$ cat src/rtl/nrzi_rx_pkg.sv
package nrzi_rx_pkg;

    localparam int SYM_BITS = 5;
    localparam int PHASE_W  = $clog2(SYM_BITS);

    typedef logic [SYM_BITS-1:0] sym_t;
    typedef logic [PHASE_W-1:0]  phase_t;

    // phase in which the last bit of a symbol is consumed
    localparam phase_t LAST_PHASE = phase_t'(SYM_BITS - 1);
    // phase whose edge raises the symbol clock
    localparam phase_t RISE_PHASE = phase_t'(SYM_BITS / 2);

    typedef struct packed {
        logic last;   // edge completes a symbol, symbol clock falls
        logic rise;   // edge raises the symbol clock
    } phase_evt_t;

    function automatic logic nrzi_to_nrz(input logic cur, input logic prev);
        return cur ^ prev;
    endfunction

    function automatic phase_t phase_next(input phase_t p);
        return (p == LAST_PHASE) ? '0 : phase_t'(p + 1'b1);
    endfunction

endpackage

$ cat src/rtl/nrzi_src_decode.sv
module nrzi_src_decode
    import nrzi_rx_pkg::*;
(
    input  logic clk,
    input  logic rst,
    input  logic line_in,
    input  logic tx_loop_in,
    input  logic loop_n,
    output logic nrz_bit
);

    logic sel_bit;
    logic prev_q;

    always_comb begin
        sel_bit = loop_n ? line_in : tx_loop_in;
        nrz_bit = nrzi_to_nrz(sel_bit, prev_q);
    end

    always_ff @(posedge clk) begin
        if (rst) prev_q <= 1'b0;
        else     prev_q <= sel_bit;
    end

endmodule

$ cat src/rtl/sym_phase_gen.sv
module sym_phase_gen
    import nrzi_rx_pkg::*;
(
    input  logic       clk,
    input  logic       rst,
    output phase_evt_t evt,
    output logic       sym_clk
);

    phase_t phase_q;
    logic   clk_div_q;

    always_comb begin
        evt.last = (phase_q == LAST_PHASE);
        evt.rise = (phase_q == RISE_PHASE);
    end

    always_ff @(posedge clk) begin
        if (rst) begin
            phase_q   <= '0;
            clk_div_q <= 1'b0;
        end else begin
            phase_q   <= phase_next(phase_q);
            clk_div_q <= (phase_q >= RISE_PHASE) && (phase_q < LAST_PHASE);
        end
    end

    assign sym_clk = clk_div_q;

endmodule

$ cat src/rtl/sym_assembler.sv
module sym_assembler
    import nrzi_rx_pkg::*;
(
    input  logic clk,
    input  logic rst,
    input  logic nrz_bit,
    input  logic last,
    output sym_t sym_data
);

    sym_t shift_q;
    sym_t out_q;
    sym_t shift_d;

    assign shift_d = {shift_q[SYM_BITS-2:0], nrz_bit};

    always_ff @(posedge clk) begin
        if (rst) begin
            shift_q <= '0;
            out_q   <= '0;
        end else begin
            shift_q <= shift_d;
            if (last) out_q <= shift_d;
        end
    end

    assign sym_data = out_q;

endmodule

$ cat src/rtl/sd_resync.sv
module sd_resync #(
    parameter int STAGES = 2
) (
    input  logic clk,
    input  logic rst,
    input  logic en,
    input  logic d,
    output logic q
);

    logic [STAGES-1:0] chain_q;

    generate
        for (genvar i = 0; i < STAGES; i++) begin : g_stage
            if (i == 0) begin : g_first
                always_ff @(posedge clk) begin
                    if (rst)     chain_q[0] <= 1'b0;
                    else if (en) chain_q[0] <= d;
                end
            end else begin : g_next
                always_ff @(posedge clk) begin
                    if (rst)     chain_q[i] <= 1'b0;
                    else if (en) chain_q[i] <= chain_q[i-1];
                end
            end
        end
    endgenerate

    assign q = chain_q[STAGES-1];

endmodule

$ cat src/rtl/nrzi_rx_deser.sv
module nrzi_rx_deser
    import nrzi_rx_pkg::*;
#(
    parameter int SD_STAGES = 2
) (
    input  logic                clk,
    input  logic                rst,
    input  logic                line_in,
    input  logic                tx_loop_in,
    input  logic                loop_n,
    input  logic                sig_det_in,
    output logic                sym_clk,
    output logic [SYM_BITS-1:0] sym_data,
    output logic                sig_det_out
);

    logic       nrz_bit;
    phase_evt_t evt;

    nrzi_src_decode u_decode (
        .clk        (clk),
        .rst        (rst),
        .line_in    (line_in),
        .tx_loop_in (tx_loop_in),
        .loop_n     (loop_n),
        .nrz_bit    (nrz_bit)
    );

    sym_phase_gen u_phase (
        .clk     (clk),
        .rst     (rst),
        .evt     (evt),
        .sym_clk (sym_clk)
    );

    sym_assembler u_asm (
        .clk      (clk),
        .rst      (rst),
        .nrz_bit  (nrz_bit),
        .last     (evt.last),
        .sym_data (sym_data)
    );

    sd_resync #(.STAGES(SD_STAGES)) u_sd (
        .clk (clk),
        .rst (rst),
        .en  (evt.rise),
        .d   (sig_det_in),
        .q   (sig_det_out)
    );

endmodule

$ cat config.mk
export PLATFORM = sky130hd
export DESIGN_NAME = nrzi_rx_deser
export DESIGN_NICKNAME = d
export VERILOG_FILES = /design/src/rtl/nrzi_rx_pkg.sv /design/src/rtl/nrzi_src_decode.sv /design/src/rtl/sym_phase_gen.sv /design/src/rtl/sym_assembler.sv /design/src/rtl/sd_resync.sv /design/src/rtl/nrzi_rx_deser.sv
export SDC_FILE = /design/constraint.sdc
export NUM_CORES = 1
export LEC_CHECK = 0
export BUFFER_PORTS_ARGS = -buffer_cell sky130_fd_sc_hd__buf_2
export CORE_AREA = 2 2 39 41
export DETAILED_ROUTE_END_ITERATION = 16
export DIE_AREA = 0 0 41 43
export PLACE_DENSITY_LB_ADDON = 0.1
export SLEW_MARGIN = 20
export SYNTH_ARGS = -nofsm -noshare
export SYNTH_HDL_FRONTEND = slang
export SYNTH_SLANG_ARGS = --single-unit
$ cat constraint.sdc
create_clock -name clk -period 1.9 [get_ports clk]
set_input_delay 0.285 -clock clk [delete_from_list [all_inputs] [get_ports clk]]
set_output_delay 0.285 -clock clk [all_outputs]
set_load 0.01 [all_outputs]
==> out/metrics.cfg, run 1 <==
[placement]
gp_congestion=0.6683
numPortBuffers=12
dpl.hpwl_um=597

[setup_path]
r2r_start=u_phase.phase_q[0]
reg2regPathDepth=5
cp-start-kind=flip-flop
timing.rr.end=u_asm.sym_data[0]
cp_slowest_cell=or4_1
slowest_delay_ns=0.48
r2r_slack_ns=0.60
critPathTopFamily=simple AND/OR/NAND/NOR gates
crit_fanout=6
cp_data_required_time_ns=2.13
cp_cell_sequence=inv_1, ha_1, nand2_2, or4_1, nand3_1
worstPathArrival_ns=1.53
worst-path-buf-inv=1
worstSetupPathType=reg2reg
crit_path_end_kind=flip-flop

[yosys]
synth_cell_types=18
syn-num-nets=66
ys_warn_count=0
syn_area_sq_um=568.0
syn_avg_cell_area_sq_um=9.794
ys_ff_latch=16
syn_inst=58
yosysSeqAreaShare_pct=56.39

[final_layout]
syn2layout_area_growth_pct=19.16
fin_nets=81
fillers=137
ff_latch_area_sq_um=320.3
multi_input_area_sq_um=232.7
diodes=0
drive_above_1_share_pct=25.00

[sta]
finalHoldViolations=0
finalCritPeriodShare_pct=68.65
slew_headroom_pct=72.83
fin_hold_ws_ns=0.2443
worst_pin_slew_ns=0.4066
min_period_ns=1.304
skew_ns=0.003204
clock.fmax_mhz=766.7
rsz0062_at_grt=no
setup_tns_ns=0
setup_viol=0
final-max-slew-violation-count=0

[global_routing]
overflow=0
grt_antenna_before_repair=0
grt_max_degree=19
track_usage_pct=12.87
grt_first_pass_wirelength_mm=1.531
grt_pass1_vias=373

[floorplanning]
die_h_um=43
dieArea_sq_um=1763
core-area_sq_um=1384
io_pins=13
fp-row-count=14
fp.dieW_um=41
start_util_pct=41.05

[status]
status=finished clean

[cts]
cts_max_path_buffers=2
cts_made_buffers=3
cts-root-buf=clkbuf_4
path_clk_slew_ns=0.09
clk_latency_ns=0.28
post_cts_buffers=0
cts_tree=yes
cts.sinks=16
hold_buffers=0
postCtsResizedCells=0
htreeDepth=1

[routing]
final_antenna_net_count=0
dr.pass1.iters=4
detail_route.iter0.violations=8
post-route-drc-count=0
totalWireLength_um=858
vias_per_cell=4.750
vias=418
post_drt_wl_per_cell_um=9.750

[min_path]
worstHoldPathCells=3
hold_path.class=in2reg
holdPathEnd=u_sd.chain_q[0]
worst_hold_startpoint=sig_det_in

[pwr]
ir_drop_v=0.0004440
p_leak_nw=0.2948
power.density_nw_per_um2=930.3

[run]
maxCapViolCount=0

==> state kept, by name (all words and copies together), names as in the netlist <==
| signal | count |
|---|---|
| u_asm.shift_q | 4 |
| u_sd.chain_q | 1 |
| u_phase.phase_q | 3 |
| u_phase.sym_clk | 1 |
| u_asm.sym_data | 5 |
| u_sd.q | 1 |
| u_decode.prev_q | 1 |
==> layout by cell type (no fill, tap or decap), types with 2 or more instances in the layout <==
| cell type | n |
|---|---|
| nor3b_1 | 2 |
| nand2_1 | 8 |
| nor2_1 | 6 |
| ha_1 | 2 |
| inv_1 | 2 |
| clkbuf_4 | 3 |
| a21oi_1 | 4 |
| dfxtp_1 | 16 |
| nor3_1 | 2 |
| mux2i_1 | 4 |
| nor2b_1 | 3 |
| buf_2 | 12 |
==> synth_stat cells <==
library cell	n	area, sq um
nand2_2	1	6.260
dfxtp_1	16	320.3
nand4b_1	1	8.760
and2_2	1	7.510
clkbuf_1	2	7.510
xor2_1	1	8.760
a21oi_1	4	20.02
nor2_1	6	22.52
nand2_1	8	30.03
inv_1	2	7.510
nor3b_1	2	15.01
nor3_1	2	10.01
nand3b_1	1	7.510
ha_1	2	25.02
nand3_1	1	5.000
or4_1	1	7.510
nor2b_1	3	18.77
mux2i_1	4	40.04
==> layout make-up <==
type	instances	area share, %
clock buffer	4	5.360
inverter	2	1.109
multi-input combinational	38	34.38
sequential	16	47.32
tap	16	2.957
timing repair buffer	12	8.872
==> how the worst max path moves through the flow <==
stage / from / slack [ns] / endpoint / depth (start not counted)
after floorplan: u_phase.phase_q[0] / 0.68 / u_asm.sym_data[0] / 6
after global placement: u_phase.phase_q[0] / 0.64 / u_asm.sym_data[0] / 5
after detailed placement: u_phase.phase_q[0] / 0.60 / u_asm.sym_data[0] / 5
after CTS: u_phase.phase_q[0] / 0.59 / u_asm.sym_data[0] / 5
after global routing: u_phase.phase_q[0] / 0.52 / u_asm.sym_data[0] / 5
final: u_phase.phase_q[0] / 0.60 / u_asm.sym_data[0] / 5
==> per-layer routing <==
layer / track usage (%) / up-vias / part of all wire (%)
li1: - / 221 / -
met1: 18.21 / 184 / 50
met2: 15.94 / 11 / 45
met3: 3.141 / 2 / 4.2
met4: 10.00 / 0 / 1.2
met5: 0 / - / 0
==> worst register-to-register path, cell delays in order, from the launching register on <==
cell	delay, ns
dfxtp_1	0.35
inv_1	0.06
ha_1	0.18
nand2_2	0.11
or4_1	0.48
nand3_1	0.07
==> through the flow <==
stage	std cells	setup WS (ns)	total power [mW]	instance area [sq um]	util [%]
after floorplan	58	0.6796	0.4044	568.0	-
after global placement	84	0.6388	0.4206	640.6	46.29
after detailed placement	84	0.6033	0.4209	640.6	46.29
after CTS	88	0.5852	0.6448	676.9	48.92
after global routing	88	0.5181	0.6676	676.9	48.92
final	88	0.5957	0.6297	676.9	48.92
==> where the power goes <==
part / internal, mW / switching (mW) / leakage [nW]
clock network: 0.116 / 0.102 / 0.0210
registers: 0.351 / 0.00954 / 0.131
logic: 0.0246 / 0.0263 / 0.143
==> cell families after synthesis <==
group / after synthesis / synth area share, %
AND/OR/NAND/NOR: 27 / 24.45
flip-flops: 16 / 56.39
AO/OA/AOI/OAI: 4 / 3.524
buffers and inverters: 4 / 2.644
multiplexers: 4 / 7.049
adder cells (fa/ha/maj): 2 / 4.405
XOR/XNOR: 1 / 1.542
(Power assumes the default switching activity.)
==> run 2, diff against run 1 <==
--- a/config.mk
+++ b/config.mk
@@ -6,9 +6,9 @@
 export NUM_CORES = 1
 export LEC_CHECK = 0
 export BUFFER_PORTS_ARGS = -buffer_cell sky130_fd_sc_hd__buf_2
-export CORE_AREA = 2 2 39 41
+export CORE_MARGIN = 2
+export CORE_UTILIZATION = 43
 export DETAILED_ROUTE_END_ITERATION = 16
-export DIE_AREA = 0 0 41 43
 export PLACE_DENSITY_LB_ADDON = 0.1
 export SLEW_MARGIN = 20
 export SYNTH_ARGS = -nofsm -noshare
==> constraint.sdc (replaced) <==
create_clock -name clk -period 1.15 [get_ports clk]
set_input_delay 0.1725 -clock clk [delete_from_list [all_inputs] [get_ports clk]]
set_output_delay 0.1725 -clock clk [all_outputs]
set_load 0.01 [all_outputs]
==> run 2 against run 1 <==
Compared with the run above:
- the flow now finishes with violations (setup timing)
- cell area increased by 9.4%
- register-to-register slack got worse by 0.63 ns
- fmax increased by 9.9%
- worst setup slack got worse by 0.63 ns
- total power increased by 72%
- routed wire length increased by 10%
==> out/metrics.cfg, run 2 (synthesis gave the netlist of run 1 again) <==
[global_routing]
grt_antenna_before_repair=0  ; unchanged
grt_pass1_vias=354  ; -5.1%
overflow=0  ; unchanged
grt_max_degree=18  ; -1
grt_first_pass_wirelength_mm=1.435  ; -6.3%
track_usage_pct=14.02  ; +1.2 points

[min_path]
hold_path.class=in2reg
worst_hold_startpoint=sig_det_in

[setup_path]
worst-path-buf-inv=1  ; unchanged
worstPathArrival_ns=1.42  ; -0.11 ns
cp_slowest_cell=or4_1
cp-start-kind=flip-flop
critPathTopFamily=simple AND/OR/NAND/NOR gates
setup.worst_path.start=u_phase.phase_q[1]
crit_fanout=3  ; -3
worstSetupPathType=reg2reg
slowest_delay_ns=0.47  ; about the same
cp_data_required_time_ns=1.38  ; -0.75 ns
crit_path_end_kind=flip-flop
r2r_start=u_phase.phase_q[1]
cp_cell_sequence=inv_2, ha_4, nand2_2, or4_1, nand3_1

[final_layout]
largest_reg_flops=5  ; unchanged
ff_latch_area_sq_um=322.8  ; +0.78%
fin_nets=87  ; +7.4%
stdcell_area_sq_um=740.7  ; +9.4%
fin_util_pct=58.38  ; +9.5 points
diodes=0  ; unchanged
final_cell_mix=dfxtp_1 (14), buf_2 (12), nand2_1 (8)
multi_input_area_sq_um=250.2  ; +7.5%
drive_above_1_share_pct=37.18  ; +12 points
final_common_cell=dfxtp_1
syn2layout_area_growth_pct=30.40
fillers=116  ; -15%

[pwr]
p_leak_nw=0.3279  ; +11%
p_total_mw=1.086  ; +72%
power.density_nw_per_um2=1466  ; +58%
ir_drop_v=0.001112  ; +150%

[cts]
cts_tree=yes
clk_latency_ns=0.28  ; about the same
cts_made_buffers=3  ; unchanged
hold_buffers=0  ; unchanged
cts_max_path_buffers=2  ; unchanged
path_clk_slew_ns=0.09  ; about the same
cts-root-buf=clkbuf_4
htreeDepth=1  ; unchanged
cts.sinks=16  ; unchanged

[floorplanning]
start_util_pct=44.77  ; +3.7 points
fp.dieW_um=40.35  ; -1.6%
fp-row-count=13  ; -1
dieArea_sq_um=1628  ; -7.7%
die_h_um=40.35  ; -6.2%
io_pins=13  ; unchanged
core-area_sq_um=1269  ; -8.3%

[routing]
post-route-drc-count=0  ; unchanged
dr.pass1.iters=2  ; -2
vias=425  ; +1.7%
totalWireLength_um=944  ; +10%
vias_per_cell=4.570  ; -3.8%
final_antenna_net_count=0  ; unchanged
post_drt_wl_per_cell_um=10.15  ; +4.1%
detail_route.iter0.violations=3  ; -5

[sta]
skew_ns=0.005022  ; +0.001818 ns
slew_headroom_pct=78.46  ; +5.6 points
finalHoldViolations=0  ; unchanged
finalCritPeriodShare_pct=103.2  ; +35 points
final-max-slew-violation-count=0  ; unchanged
fin_ws_ns=-0.03720  ; -0.6329 ns
rsz0062_at_grt=yes
setup_viol=1  ; +1
worst_pin_slew_ns=0.3141  ; -0.09256 ns
clock.fmax_mhz=842.3  ; +9.9%
min_period_ns=1.187  ; -0.1171 ns

[placement]
place_area_sq_um=679.4  ; +6.1%
numPortBuffers=12  ; unchanged
gp_congestion=0.6456  ; -3.4%
dpl.hpwl_um=660.4  ; +11%

[status]
status=finished with violations
violations=setup timing

[run]
maxCapViolCount=0  ; unchanged

==> run 2: metal layers <==
layer  routed length, um  GRT usage [%]
met3                  39          3.333
met5                   0              0
met2                 436          20.63
met4                  17          12.50
met1                 451          16.67
==> run 2: repair_timing <==
item	in CTS	in global routing
resized for setup	3	2
buffers inserted	1	0
pin swaps	1	0
setup endpoints to repair	1	4
==> run 2: path summary, 6_finish.rpt <==
check	cells after the start	slack (ns)	end
min	3	0.14	u_sd.chain_q[0]
min reg2reg	2	0.44	u_asm.sym_data[4]
max	5	-0.04	u_asm.sym_data[0]
max reg2reg	5	-0.04	u_asm.sym_data[0]
==> run 2: layout make-up <==
type,count,share of cell area (%)
Clock buffer,4,4.899
Sequential cell,16,43.58
Tap cell,15,2.534
Inverter,2,1.014
Timing Repair Buffer,18,14.19
Multi-Input combinational cell,38,33.78
==> run 2: per-stage QoR <==
stage	instances	setup TNS, ns	hold slack, ns	worst slack, ns
floorplan	58	-0.06035	0.2441	-0.06035
global placement	88	-0.03325	0.4176	-0.03325
detailed placement	88	-0.08449	0.4313	-0.08449
CTS	93	-0.04746	0.1312	-0.04746
global route	93	-0.1458	0.1721	-0.09534
finish	93	-0.03720	0.1360	-0.03720
==> run 2: where the power goes <==
| group | total [mW] | switching, mW | internal [mW] | leakage, nW |
|---|---|---|---|---|
| Clock | 0.362 | 0.169 | 0.193 | 0.0210 |
| Sequential | 0.597 | 0.0147 | 0.582 | 0.131 |
| Combinational | 0.127 | 0.0567 | 0.0703 | 0.176 |
==> run 2: tightest hold or removal path: cells and delay by family <==
family	cells	cell delay, ns
buffers and inverters	1	0.07
multiplexers	1	0.06
AND/OR/NAND/NOR	1	0.08
==> run 3, diff against run 2 <==
--- a/config.mk
+++ b/config.mk
@@ -9,7 +9,7 @@
 export CORE_MARGIN = 2
 export CORE_UTILIZATION = 43
 export DETAILED_ROUTE_END_ITERATION = 16
-export PLACE_DENSITY_LB_ADDON = 0.1
+export PLACE_DENSITY = 0.72
 export SLEW_MARGIN = 20
 export SYNTH_ARGS = -nofsm -noshare
 export SYNTH_HDL_FRONTEND = slang
==> run 3 against run 2 <==
Compared with the run above:
- the run still ends with setup timing left
- via count rose by 5.6%
- non-clock buffer count grew 2
- clock skew shrank 0.00078 ns
- critical path depth did not move
- total power rose by 2.8%
- sequential cell count unchanged
- sequential power hardly changed
==> out/metrics.cfg, run 3 (synthesis gave the netlist of run 1 again) <==
[global_routing]
busiest_layer=met2
grt_util_met2_pct=19.84  ; -0.79 points
grt_pass1_vias=346  ; -2.3%
gr-usage-met1_pct=16.95  ; +0.28 points
grtUsageMet3_pct=5.000  ; +1.7 points
overflow=0  ; unchanged
grt_max_degree=18  ; unchanged
grt_first_pass_wirelength_mm=1.442  ; +0.49%
track_usage_pct=14.93  ; +0.90 points
grt_antenna_before_repair=0  ; unchanged

[cts]
cts_tree=yes
cts-root-buf=clkbuf_4
path_clk_slew_ns=0.10  ; about the same
hold_buffers=0  ; unchanged
cts_made_buffers=3  ; unchanged
cts.sinks=16  ; unchanged
clk_latency_ns=0.29  ; about the same
cts_max_path_buffers=2  ; unchanged
htreeDepth=1  ; unchanged

[sta]
slew_headroom_pct=74.60  ; -3.9 points
finalHoldViolations=0  ; unchanged
setup_tns_ns=-0.07288  ; -0.03568 ns
min_period_ns=1.223  ; +0.03568 ns
clock.fmax_mhz=817.7  ; -2.9%
skew_ns=0.004246  ; -0.0007757 ns
final-max-slew-violation-count=0  ; unchanged
finalCritPeriodShare_pct=106.3  ; +3.1 points
setup_viol=1  ; unchanged
fin_hold_ws_ns=0.1209  ; -0.01514 ns
worst_pin_slew_ns=0.3705  ; +0.05642 ns
rsz0062_at_grt=yes
fin_ws_ns=-0.07288  ; -0.03568 ns

[routing]
vias_per_cell=4.726  ; +3.4%
final_antenna_net_count=0  ; unchanged
dr.pass1.iters=2  ; unchanged
post-route-drc-count=0  ; unchanged
vias=449  ; +5.6%
post_drt_wl_per_cell_um=11.20  ; +10%
detail_route.iter0.violations=5  ; +2
totalWireLength_mm=1.064  ; +13%

[placement]
numPortBuffers=12  ; unchanged
dpl.hpwl_um=674.6  ; +2.2%
gp_congestion=0.6611  ; +2.4%

[pwr]
ir_drop_v=0.0006608  ; -41%
clock_power_share_pct=33.6  ; +0.3 points
seq_power_share_pct=53.5  ; -1.5 points
p_switching_mw=0.2596  ; +7.8%
combPwrFrac_pct=12.8  ; +1.1 points
sw_frac_of_total_pct=23.25  ; +1.1 points
power.density_nw_per_um2=1470  ; +0.31%
internal_power_mw=0.8570  ; +1.4%
p_leak_nw=0.3422  ; +4.4%

[floorplanning]
dieArea_sq_um=1628  ; unchanged
io_pins=13  ; unchanged
core-area_sq_um=1269  ; unchanged
fp-row-count=13  ; unchanged
fp.dieW_um=40.35  ; unchanged
start_util_pct=44.77  ; unchanged
die_h_um=40.35  ; unchanged

[setup_path]
cp_cell_sequence=inv_2, ha_4, nand2_2, or4_4, nand3_2
worstPathArrival_ns=1.46  ; +0.04 ns
cp_data_required_time_ns=1.39  ; about the same
crit_path_end_kind=flip-flop
cp-start-kind=flip-flop
slowest_delay_ns=0.49  ; +0.02 ns
crit_fanout=3  ; unchanged
worstSetupPathType=reg2reg
cp_slowest_cell=or4_4

[final_layout]
final_cell_mix=dfxtp_1 (14), buf_2 (12), nand2_1 (8), buf_4 (8), nor2_1 (6)
syn2layout_area_growth_pct=33.70
largest_reg_flops=5  ; unchanged
drive_above_1_share_pct=41.25  ; +4.1 points
fin_nets=89  ; +2.3%
final_common_cell=dfxtp_1
diodes=0  ; unchanged

[status]
violations=setup timing
status=finished with violations

[min_path]
hold_path.class=in2reg

[run]
maxCapViolCount=0  ; unchanged

==> run 3: cell count changes in the layout (fill, tap and decap cells not counted), sizes merged <==
cell,change
buf,+2
==> run 3: area by class of cell <==
| cell class | instances | area (sq um) |
|---|---|---|
| fillers | 109 | 509.2 |
| clock buffers | 4 | 36.28 |
| inverters | 2 | 7.507 |
| multi-input cells | 38 | 254.0 |
| repair buffers | 20 | 120.1 |
| well taps | 15 | 18.77 |
| flip-flops and latches | 16 | 322.8 |
==> run 3: worst paths after layout <==
check             slack, ns  cells past startpoint                end          startpoint
setup / recovery      -0.07                      5  u_asm.sym_data[0]  u_phase.phase_q[1]
hold / removal         0.12                      3    u_sd.chain_q[0]          sig_det_in
setup reg to reg      -0.07                      5  u_asm.sym_data[0]  u_phase.phase_q[1]
hold reg to reg        0.45                      2  u_asm.sym_data[4]    u_asm.shift_q[3]
==> run 3: worst max-delay path: cells and delay by family, from the launching register on <==
kind / cells / cell delay (ns)
adders and majority gates: 1 / 0.14
and+or+nand+nor: 3 / 0.63
buffers and inverters: 1 / 0.07
DFF: 1 / 0.34
==> run 3: repair_timing <==
item,4_1_cts,5_1_grt
resized for setup,4,3
endpoints found under the setup margin,1,3
gates cloned,0,0
setup buffers,1,2
pin swaps,1,1
==> run 3: per-layer routing <==
| metal | share of wire, % | routed length [um] |
|---|---|---|
| met1 | 40 | 425 |
| met4 | 5.0 | 53 |
| met3 | 4.3 | 46 |
| met2 | 51 | 538 |
| met5 | 0 | 0 |
==> run 3: through the flow <==
step,setup slack (ns),cells,util (%),cell area (sq um),total power [mW]
floorplan,-0.06035,58,-,571.8,0.6695
detailed placement,-0.08393,88,53.55,679.4,0.7201
CTS,-0.05434,93,57.89,734.5,1.100
global placement,-0.03033,88,53.55,679.4,0.7137
global route,-0.1226,95,59.86,759.5,1.162
finish,-0.07288,95,59.86,759.5,1.117
==> run 3: power by group through the flow <==
stage | Combinational, mW | Sequential, mW | Clock [mW]
2_1_floorplan | 0.0606 | 0.609 | 0
3_3_place_gp | 0.108 | 0.606 | 0
3_5_place_dp | 0.112 | 0.608 | 0
4_1_cts | 0.129 | 0.597 | 0.374
5_1_grt | 0.159 | 0.602 | 0.401
6_report | 0.143 | 0.598 | 0.376
